[src/rtl/spx_pkg.sv]
package spx_pkg;

   localparam int DIV_W       = 16;
   localparam int NB_W        = 4;
   localparam int CTRL_EN     = 0;
   localparam int CTRL_NB_LO  = 6;
   localparam int CTRL_DIV_LO = 16;

   typedef struct packed {
      logic [DIV_W-1:0] div;
      logic [NB_W-1:0]  nbytes;
      logic             en;
   } spx_cfg_t;

   // divider floor: zero is not a legal period
   function automatic logic [DIV_W-1:0] div_floor(input logic [DIV_W-1:0] d);
      return (d == '0) ? DIV_W'(1) : d;
   endfunction

   // byte count clamp into 1..maxb
   function automatic logic [NB_W-1:0] nb_clamp(input logic [NB_W-1:0] n,
                                                input int unsigned maxb);
      if (n == '0) return NB_W'(1);
      if (32'(n) > maxb) return NB_W'(maxb);
      return n;
   endfunction

endpackage

[src/rtl/spx_regs.sv]
module spx_regs
   import spx_pkg::*;
#(
   parameter int MAX_BYTES = 10,
   parameter int BUS_W     = 32,
   parameter int ADDR_W    = 3
) (
   input  logic                   clk,
   input  logic                   rst_n,
   input  logic                   we,
   input  logic [ADDR_W-1:0]      addr,
   input  logic [BUS_W-1:0]       wdata,
   input  logic [8*MAX_BYTES-1:0] snap,
   output logic [BUS_W-1:0]       rdata,
   output spx_cfg_t               cfg,
   output logic [8*MAX_BYTES-1:0] olat
);
   localparam int CHAIN_W = 8 * MAX_BYTES;
   localparam int NW      = (CHAIN_W + BUS_W - 1) / BUS_W;
   localparam int PAD_W   = NW * BUS_W;

   spx_cfg_t           cfg_q;
   logic [CHAIN_W-1:0] olat_q;
   logic [PAD_W-1:0]   merge_pad_unused;
   logic [PAD_W-1:0]   olat_pad;
   logic [PAD_W-1:0]   snap_pad;
   logic               wdata_unused;

   assign wdata_unused = ^{wdata[CTRL_DIV_LO-1:CTRL_NB_LO+NB_W], wdata[CTRL_NB_LO-1:CTRL_EN+1]};

   always_ff @(posedge clk or negedge rst_n) begin
      if (!rst_n) begin
         cfg_q <= '0;
      end else if (we && addr == '0) begin
         cfg_q.div    <= wdata[CTRL_DIV_LO +: DIV_W];
         cfg_q.nbytes <= wdata[CTRL_NB_LO +: NB_W];
         cfg_q.en     <= wdata[CTRL_EN];
      end
   end

   always_comb begin
      merge_pad_unused = PAD_W'(olat_q);
      for (int w = 0; w < NW; w++) begin
         if (we && addr == ADDR_W'(1 + w))
            merge_pad_unused[w*BUS_W +: BUS_W] = wdata;
      end
   end

   always_ff @(posedge clk or negedge rst_n) begin
      if (!rst_n) olat_q <= '0;
      else        olat_q <= merge_pad_unused[CHAIN_W-1:0];
   end

   assign olat_pad = PAD_W'(olat_q);
   assign snap_pad = PAD_W'(snap);

   always_comb begin
      rdata = '0;
      if (addr == '0)
         rdata = {cfg_q.div[DIV_W-2:0], 1'b0, 6'b0, cfg_q.nbytes, 5'b0, cfg_q.en};
      for (int w = 0; w < NW; w++) begin
         if (addr == ADDR_W'(1 + w))      rdata = olat_pad[w*BUS_W +: BUS_W];
         if (addr == ADDR_W'(1 + NW + w)) rdata = snap_pad[w*BUS_W +: BUS_W];
      end
   end

   assign cfg  = cfg_q;
   assign olat = olat_q;

endmodule

[src/rtl/spx_clkdiv.sv]
module spx_clkdiv #(
   parameter int DIV_W = 16
) (
   input  logic             clk,
   input  logic             rst_n,
   input  logic             run,
   input  logic [DIV_W-1:0] lim,
   output logic             tick,
   output logic             phase
);
   logic [DIV_W-1:0] cnt_q;
   logic             phase_q;

   assign tick  = run && (cnt_q == lim);
   assign phase = phase_q;

   always_ff @(posedge clk or negedge rst_n) begin
      if (!rst_n) begin
         cnt_q   <= '0;
         phase_q <= 1'b0;
      end else if (!run) begin
         cnt_q   <= '0;
         phase_q <= 1'b0;
      end else if (tick) begin
         cnt_q   <= '0;
         phase_q <= ~phase_q;
      end else begin
         cnt_q   <= cnt_q + 1'b1;
      end
   end


   half_len_chk: assert property (@(posedge clk) disable iff (!rst_n)
      run && !tick |=> $stable(phase_q));


   cnt_bound_chk: assert property (@(posedge clk) disable iff (!rst_n)
      cnt_q <= lim);

endmodule

[src/rtl/spx_frame.sv]
module spx_frame
   import spx_pkg::*;
#(
   parameter int MAX_BYTES = 10
) (
   input  logic                   clk,
   input  logic                   rst_n,
   input  logic                   en,
   input  logic [DIV_W-1:0]       div_eff,
   input  logic [NB_W-1:0]        nb_eff,
   input  logic [8*MAX_BYTES-1:0] olat,
   input  logic                   tick,
   input  logic                   phase,
   input  logic                   ser_din,
   output logic                   run,
   output logic [DIV_W-1:0]       lim,
   output logic                   ser_clk,
   output logic                   ser_load,
   output logic                   ser_dout,
   output logic [8*MAX_BYTES-1:0] snap
);
   localparam int CHAIN_W = 8 * MAX_BYTES;
   localparam int SLOT_W  = $clog2(CHAIN_W + 1);

   logic               run_q;
   logic [DIV_W-1:0]   lim_q;
   logic [NB_W-1:0]    nb_q;
   logic [SLOT_W-1:0]  slot_q;
   logic [SLOT_W-1:0]  last_slot;
   logic [CHAIN_W-1:0] tx_q, rx_q, snap_q, keep;
   logic               fall, rise, wrap;

   assign fall      = tick && phase;
   assign rise      = tick && !phase;
   assign last_slot = SLOT_W'({nb_q, 3'b000});
   assign wrap      = (slot_q == last_slot);

   always_comb begin
      for (int i = 0; i < CHAIN_W; i++)
         keep[i] = (SLOT_W'(i) < last_slot);
   end

   always_ff @(posedge clk or negedge rst_n) begin
      if (!rst_n) begin
         run_q  <= 1'b0;
         lim_q  <= DIV_W'(1);
         nb_q   <= NB_W'(1);
         slot_q <= '0;
         tx_q   <= '0;
         rx_q   <= '0;
         snap_q <= '0;
      end else begin
         run_q <= en;
         if (!run_q || (fall && wrap)) begin
            lim_q <= div_eff;
            nb_q  <= nb_eff;
            tx_q  <= olat;
         end else if (fall && slot_q != '0) begin
            tx_q  <= tx_q >> 1;
         end
         if (!run_q)    slot_q <= '0;
         else if (fall) slot_q <= wrap ? '0 : slot_q + 1'b1;
         for (int i = 0; i < CHAIN_W; i++) begin
            if (rise && slot_q == SLOT_W'(i + 1)) rx_q[i] <= ser_din;
         end
         if (fall && wrap) snap_q <= rx_q & keep;
      end
   end

   assign run      = run_q;
   assign lim      = lim_q;
   assign ser_clk  = run_q ? phase : 1'b1;
   assign ser_load = run_q ? (slot_q != '0) : 1'b1;
   assign ser_dout = (run_q && slot_q != '0) ? tx_q[0] : 1'b0;
   assign snap     = snap_q;


   idle_lines_chk: assert property (@(posedge clk) disable iff (!rst_n)
      !en |=> ser_clk && ser_load && !ser_dout);


   frame_hold_chk: assert property (@(posedge clk) disable iff (!rst_n)
      run_q && !fall |=> $stable(tx_q));


   snap_atomic_chk: assert property (@(posedge clk) disable iff (!rst_n)
      !(fall && wrap) |=> $stable(snap_q));


   load_start_chk: assert property (@(posedge clk) disable iff (!rst_n)
      run_q && $fell(ser_load) |-> $past(fall && wrap) || !$past(run_q));


   slot_range_chk: assert property (@(posedge clk) disable iff (!rst_n)
      slot_q <= last_slot && nb_q != '0 && 32'(nb_q) <= MAX_BYTES);


   lim_floor_chk: assert property (@(posedge clk) disable iff (!rst_n)
      lim_q != '0);

endmodule

[src/rtl/serial_pin_expander.sv]
module serial_pin_expander
   import spx_pkg::*;
#(
   parameter int MAX_BYTES = 10,
   parameter int BUS_W     = 32,
   localparam int CHAIN_W  = 8 * MAX_BYTES,
   localparam int NW       = (CHAIN_W + BUS_W - 1) / BUS_W,
   localparam int ADDR_W   = $clog2(1 + 2 * NW)
) (
   input  logic               clk,
   input  logic               rst_n,
   input  logic               reg_we,
   input  logic [ADDR_W-1:0]  reg_addr,
   input  logic [BUS_W-1:0]   reg_wdata,
   output logic [BUS_W-1:0]   reg_rdata,
   output logic               ser_clk,
   output logic               ser_load,
   output logic               ser_dout,
   input  logic               ser_din,
   output logic [CHAIN_W-1:0] par_out,
   output logic [CHAIN_W-1:0] par_in
);
   generate
      if (MAX_BYTES < 1 || MAX_BYTES > (1 << NB_W) - 1) begin : g_bad_bytes
         $error("MAX_BYTES must fit the 4-bit count field");
      end
      if (BUS_W != 32) begin : g_bad_bus
         $error("control field layout needs a 32-bit bus");
      end
   endgenerate

   spx_cfg_t           cfg;
   logic [CHAIN_W-1:0] olat, snap;
   logic               run, tick, phase;
   logic [DIV_W-1:0]   lim;

   spx_regs #(.MAX_BYTES(MAX_BYTES), .BUS_W(BUS_W), .ADDR_W(ADDR_W)) u_regs (
      .clk(clk), .rst_n(rst_n), .we(reg_we), .addr(reg_addr), .wdata(reg_wdata),
      .snap(snap), .rdata(reg_rdata), .cfg(cfg), .olat(olat)
   );

   spx_clkdiv #(.DIV_W(DIV_W)) u_clkdiv (
      .clk(clk), .rst_n(rst_n), .run(run), .lim(lim), .tick(tick), .phase(phase)
   );

   spx_frame #(.MAX_BYTES(MAX_BYTES)) u_frame (
      .clk(clk), .rst_n(rst_n), .en(cfg.en),
      .div_eff(div_floor(cfg.div)), .nb_eff(nb_clamp(cfg.nbytes, MAX_BYTES)),
      .olat(olat), .tick(tick), .phase(phase), .ser_din(ser_din),
      .run(run), .lim(lim), .ser_clk(ser_clk), .ser_load(ser_load),
      .ser_dout(ser_dout), .snap(snap)
   );

   assign par_out = olat;
   assign par_in  = snap;

endmodule

[config.mk]
export PLATFORM = sky130hd
export DESIGN_NAME = serial_pin_expander
export DESIGN_NICKNAME = d
export VERILOG_FILES = /design/src/rtl/spx_pkg.sv /design/src/rtl/spx_regs.sv /design/src/rtl/spx_clkdiv.sv /design/src/rtl/spx_frame.sv /design/src/rtl/serial_pin_expander.sv
export SDC_FILE = /design/constraint.sdc
export NUM_CORES = 1
export LEC_CHECK = 0
export ABC_AREA = 1
export BUFFER_PORTS_ARGS = -buffer_cell sky130_fd_sc_hd__buf_2
export CAP_MARGIN = 20
export CORE_MARGIN = 2
export CORE_UTILIZATION = 25
export CTS_CLUSTER_SIZE = 28
export DETAILED_ROUTE_END_ITERATION = 10
export GPL_TIMING_DRIVEN = 0
export SLEW_MARGIN = 5
export SYNTH_ARGS = -nofsm -noshare
export SYNTH_HDL_FRONTEND = slang
export SYNTH_SLANG_ARGS = --single-unit
[constraint.sdc]
create_clock -name clk -period 2.69 [get_ports clk]
set_input_delay 0.4035 -clock clk [delete_from_list [all_inputs] [get_ports clk]]
set_output_delay 0.4035 -clock clk [all_outputs]
set_load 0.1 [all_outputs]
# Yosys cells after proc, flatten, opt, wreduce, memory -nomap -nowiden
# Cells that the tools add are included.
[totals]
register_bits = 386
output_inout_bits = 195
wordCells = 394
[classes]
addsub = 2
magnitude_cmp = 81
n_eq_ne = 90
mux = 27
n_bitwise = 2
reduce_logical = 98
[op_table]
columns = ["operator", "n"]
rows = [
  ["7-bit by 6-bit equality test with 1-bit output, second input constant", 32],
  ["6-bit by 7-bit < comparator with 1-bit output, first input constant", 32],
  ["32-bit 2-to-1 mux", 7],
  ["80-bit 2-to-1 mux", 2],
  ["7-bit equality test, second input constant", 17],
  ["7-bit by 5-bit equality test with 1-bit output, second input constant", 16],
  ["5-bit by 7-bit < comparator with 1-bit output, first input constant", 16],
  ["7-bit < comparator, first input constant", 16],
  ["1-bit logical AND", 90],
  ["80-bit AND", 1],
  ["7-bit by 4-bit equality test with 1-bit output, second input constant", 8],
  ["4-bit by 7-bit < comparator with 1-bit output, first input constant", 8],
  ["16-bit 2-to-1 mux", 3],
  ["7-bit by 3-bit equality test with 1-bit output, second input constant", 4],
  ["3-bit by 7-bit < comparator with 1-bit output, first input constant", 4],
  ["7-bit 2-to-1 mux", 3],
  ["16-bit by 1-bit adder with 16-bit output, second input constant", 1],
  ["16-bit equality test", 1],
  ["16-bit logical NOT", 1],
  ["4-bit 2-to-1 mux", 4],
  ["7-bit by 2-bit equality test with 1-bit output, second input constant", 2],
  ["1-bit by 7-bit < comparator with 1-bit output, first input constant", 2],
  ["2-bit by 7-bit < comparator with 1-bit output, first input constant", 2],
  ["3-bit equality test, second input constant", 3],
  ["other kinds (16)", 25],
]

# Logic depth before layout (Yosys ltp)
[depth]
depth_word = 8
depth_mapped = 14
mapped_depth_nobuf = 12

# By module
# Synthesis repeated with hierarchy kept, for this count alone.
[unflattened]
hier_cells = 2469
hier_area_um2 = 19247.2
[by_module_without_submodules]
columns = ["mod", "n_inst", "cells_each", "area_each_um2", "seq_area_each_um2"]
rows = [
  ["spx_frame", 1, 1541, 12670.9, 6708.9],
  ["spx_regs", 1, 692, 5183.7, 2527.4],
  ["spx_clkdiv", 1, 197, 1234.9, 425.4],
  ["serial_pin_expander", 1, 39, 157.7, 0.0],
]

# Worst setup path before layout
# OpenSTA, ideal clock, no wires.
[synth_path]
path_kind = "input to output"
start = "input reg_addr[2]"
end = "output reg_rdata[18]"
arrival_ps = 3089
required_ps = 2287
path_slack_ps = -802
path_stages = 8
path_cell_list = "clkbuf_1 -> inv_1 -> nand2_1 -> inv_1 -> buf_2 -> buf_1 -> a21oi_1 -> a31oi_1"
[synth_between]
elab_chain_len = 8
word_cells_on_any_way = 14
classes_between = "eq/ne (6); mux (7); reduce/logical (1)"
[synth_rtl]
columns = ["element", "line_no", "source"]
rows = [
  ["start: declaration", "serial_pin_expander.sv:13", "input logic [ADDR_W-1:0] reg_addr,"],
  ["3-bit logical NOT", "spx_regs.sv:59", "if (addr == '0)"],
  ["32-bit 2-to-1 mux", "spx_regs.sv:59", ""],
  ["32-bit 2-to-1 mux", "spx_regs.sv:62", "if (addr == ADDR_W'(1 + w)) rdata = olat_pad[w*BUS_W +: BUS_W];"],
  ["32-bit 2-to-1 mux", "spx_regs.sv:63", "if (addr == ADDR_W'(1 + NW + w)) rdata = snap_pad[w*BUS_W +: BUS_W];"],
  ["32-bit 2-to-1 mux", "spx_regs.sv:62", ""],
  ["32-bit 2-to-1 mux", "spx_regs.sv:63", ""],
  ["32-bit 2-to-1 mux", "spx_regs.sv:62", ""],
  ["32-bit 2-to-1 mux *", "spx_regs.sv:63", ""],
  ["end: declaration", "serial_pin_expander.sv:15", "output logic [BUS_W-1:0] reg_rdata,"],
]
# Mark *: on every way between the ends. The rest lies on a longest branch, timed or not.

# Worst setup path in the final report
[layout_path]
start = "input reg_addr[2]"
end = "output reg_rdata[14]"
[layout_between]
elab_chain_len = 7
word_cells_on_any_way = 12
classes_between = "eq/ne (6); mux (6)"
[layout_rtl]
columns = ["element", "line_no"]
rows = [
  ["3-bit by 1-bit equality test with 1-bit output", "spx_regs.sv:62"],
  ["32-bit 2-to-1 mux", "spx_regs.sv:62"],
  ["32-bit 2-to-1 mux", "spx_regs.sv:63"],
  ["32-bit 2-to-1 mux", "spx_regs.sv:62"],
  ["32-bit 2-to-1 mux", "spx_regs.sv:63"],
  ["32-bit 2-to-1 mux", "spx_regs.sv:62"],
  ["32-bit 2-to-1 mux *", "spx_regs.sv:63"],
]
# Marks and branches as above.

==> results.sh <==
export IMPL_cts_sinks=386
export IMPL_endpoint_kind="primary output"
export IMPL_synth_nets=2420
export IMPL_leakage_uw=0.01112
export IMPL_cts_root_buf="clkbuf_16"
export IMPL_whs_ns=0.1140
export IMPL_synthCells=2376
export IMPL_cp_buffers_inverters=6
export IMPL_die_area_um2=76050
export IMPL_hp_class="input port to flop"
export IMPL_synth_top_cell_by_area="dfrtp_1"
export IMPL_synth_edff_count=0
export IMPL_cap_violations=0
export IMPL_htree_levels=2
export IMPL_avgSynthCellArea_um2=7.772
export IMPL_violations="design-rule violations, negative setup slack"
export IMPL_period_minus_slack_ns=2.700
export IMPL_grt_usage=0.1939
export IMPL_coreArea_um2=73080
export IMPL_worstPathMaxFanout=10
export IMPL_cts_buffers=42
export IMPL_grt_max_degree=114
export IMPL_clk_path_buf_depth=3
export IMPL_final_antenna_net_count=0
export IMPL_crit_required_ns=2.29
export IMPL_setup_slack_ns=-0.009798
export IMPL_overflow=0
export IMPL_grt_pass1_wl_um=109700
export IMPL_ys_dominant_reg_cell="dfrtp_1"
export IMPL_clkLatencyLatePin_ns=0.57
export IMPL_drc=14
export IMPL_max_freq_mhz=370.4
export IMPL_slew_violations=0
export IMPL_fin_cells=3646
export IMPL_finalHoldViolCount=0
export IMPL_seq_area_frac_synth=0.5232
export IMPL_slew_headroom=0.3843
export IMPL_dr_pass1_iters=8
export IMPL_vias=17500
export IMPL_tns_ns=-0.009798
export IMPL_area_growth_pct=23.64
export IMPL_rsz0062_at_grt="no"
export IMPL_gp_congestion=0.9399
export IMPL_ys_ff_latch=386
export IMPL_wl_per_cell_um=20.46
export IMPL_n_fill_cell=7786
export IMPL_wirelength_um=74590
export IMPL_first_global_vias=16920
export IMPL_die_x_um=275.8
export IMPL_critPathTopFamily="buffers and inverters"
export IMPL_rows=99
export IMPL_synth_top_cells_by_area="dfrtp_1, nand2_1, o21ai_0"
export IMPL_vias_per_cell=4.799
export IMPL_arrival_ns=2.30
export IMPL_synth_top_cell_area_share=0.5204
export IMPL_initialDrtViolationCount=1787
export IMPL_async_reset_ff_frac=1.000
export IMPL_path_cells="clkbuf_2 > inv_1 > nand2_4 > inv_1 > buf_4 > buf_4 > a21oi_2 > nand4_1 > buf_6"
export IMPL_numPortBuffers=232
export IMPL_cts_tree="done"
export IMPL_crit_slowest_cell="a21oi_2"
export IMPL_place_ws_ns=-0.7868
export IMPL_worst_pin_slew_ns=0.9192
export IMPL_die_y_um=275.8
export IMPL_cellPowerDensity_nw_per_um2=864.4
export IMPL_syn_area_um2=18470
export IMPL_critPathMaxStageDelay_ns=0.36
export IMPL_nNetsFinal=2698
export IMPL_drive_gt1_frac=0.1574
export IMPL_crit_type="input port to primary output"
export IMPL_start_kind="input port"
export IMPL_status="finished, violations left"
export IMPL_num_io_pins=234
export IMPL_min_period_over_period=1.004
export IMPL_start_util=0.2527
export IMPL_setup_viol=1
export IMPL_ys_warn_count=0
export IMPL_path_clk_slew_ns=0.06
export IMPL_vdd_ir_drop_max_uv=388.7
export IMPL_antenna_found_initial=1
export IMPL_hpwl_um=57620
export IMPL_dpl_cell_area_um2=21130
export IMPL_antenna_cells=0
export IMPL_skew_ns=0.01711
export IMPL_placed_cells=3570
export IMPL_ys_types=37
export IMPL_fin_area_um2=22830
## power by group
part | internal [uW] | switching (uW)
Sequential | 6720 | 854
Combinational | 1450 | 4550
Clock | 3680 | 2480
## flip-flops by register name (all words and copies together) (netlist names)
signal          cells
u_frame.lim        16
u_clkdiv.phase      1
u_regs.olat        80
u_frame.rx_q       80
u_frame.slot_q      7
u_frame.nb_q        4
u_frame.snap       80
u_regs.cfg         21
u_frame.run         1
u_frame.tx_q       80
u_clkdiv.cnt_q     16
## through the flow
step                utilization  total power (uW)
finish                   0.3124             19730
global route             0.3124             20650
CTS                      0.3115             19750
detailed placement       0.2891             13550
global placement         0.2878             13490
floorplan                     -             11860
## timing repair
item,in CTS,in global routing
hold buffers,1,0
endpoints found under the hold margin,50,0
gates resized for setup,68,36
buffers inserted,0,0
pin swaps,2,2
setup endpoints to repair,34,42
## path summary, 6_finish.rpt
check                                                   start                           end  slack, ns  depth (start not counted)
worst max-delay path                              reg_addr[2]                 reg_rdata[14]      -0.01                          9
worst min-delay path                                  ser_din  u_frame.rx_q[62]$_DFFE_PN0P_       0.11                          3
worst max register to register  u_frame.slot_q[1]$_DFFE_PN0P_   u_frame.lim[10]$_DFFE_PN0P_       0.22                         10
worst min register to register      u_regs.cfg[0]$_DFFE_PN0P_         u_frame.run$_DFF_PN0_       0.46                          0
max in group asynchronous                               rst_n  u_frame.rx_q[33]$_DFFE_PN0P_       1.36                          3
min in group asynchronous                               rst_n  u_frame.snap[58]$_DFFE_PN0P_       0.37                          2
## cell usage in the layout, fill, tap and decap left out, types with 5 or more instances in the layout
master / n
a21oi_1: 22
a22o_1: 10
a22oi_1: 9
a31oi_4: 10
buf_1: 7
buf_2: 232
buf_4: 30
buf_6: 11
clkbuf_1: 70
clkbuf_16: 45
clkbuf_2: 14
clkbuf_4: 5
clkbuf_8: 9
clkinv_2: 10
dfrtp_1: 383
inv_1: 121
inv_2: 13
nand2_1: 793
nand2_2: 5
nand3_1: 106
nand3b_1: 79
nand4_1: 21
nor2_1: 299
nor2_4: 6
nor3_1: 12
nor4_1: 5
o21ai_0: 243
o21ai_1: 62
xor2_1: 5
## layout make-up
cell class | instances | area (um^2) | area share
buffer | 132 | 626.9 | 0.02746
clock buffer | 62 | 1280 | 0.05606
clock inverter | 15 | 177.7 | 0.007782
inverter | 135 | 506.7 | 0.02220
multi-input combinational | 1721 | 7989 | 0.3499
sequential | 386 | 9663 | 0.4232
tap | 959 | 1200 | 0.05256
timing repair buffer | 236 | 1388 | 0.06078
## layer usage
metal / GRT usage / part of all wire / wire, um
met5: 0 / 0.00017 / 13
met4: 0.07725 / 0.040 / 2977
met3: 0.04863 / 0.090 / 6680
met2: 0.3172 / 0.47 / 34740
met1: 0.2449 / 0.40 / 30180
## worst register-to-register path, delay by kind of cell (launching register included)
family,cells,cell delay (ns)
compound gates,1,0.17
fa+ha+maj,1,0.24
buf+inv,2,0.56
flops,1,0.42
simple gates,6,0.91
## cell usage after synthesis, types with 5 or more instances
cell / count
o21ai_1: 62
inv_2: 12
dfrtp_1: 384
clkbuf_1: 82
nor4_1: 5
nand3b_1: 79
ha_1: 5
nor2_1: 302
a22o_1: 10
buf_2: 36
nand2_1: 798
inv_1: 122
a31oi_1: 13
a21oi_1: 27
a22oi_1: 9
xor2_1: 5
o21ai_0: 243
buf_1: 9
nand3_1: 106
nor3_1: 13
nand4_1: 21
## cells by family after synthesis
kind of cell / share of synthesized area
DFF: 0.5232
adders and majority gates: 0.003930
AOI/OAI and AO/OA: 0.1080
xor gates and xnor gates: 0.002371
buffers and inverters: 0.05936
and+or+nand+nor: 0.3031
(Power assumes the default switching activity.)
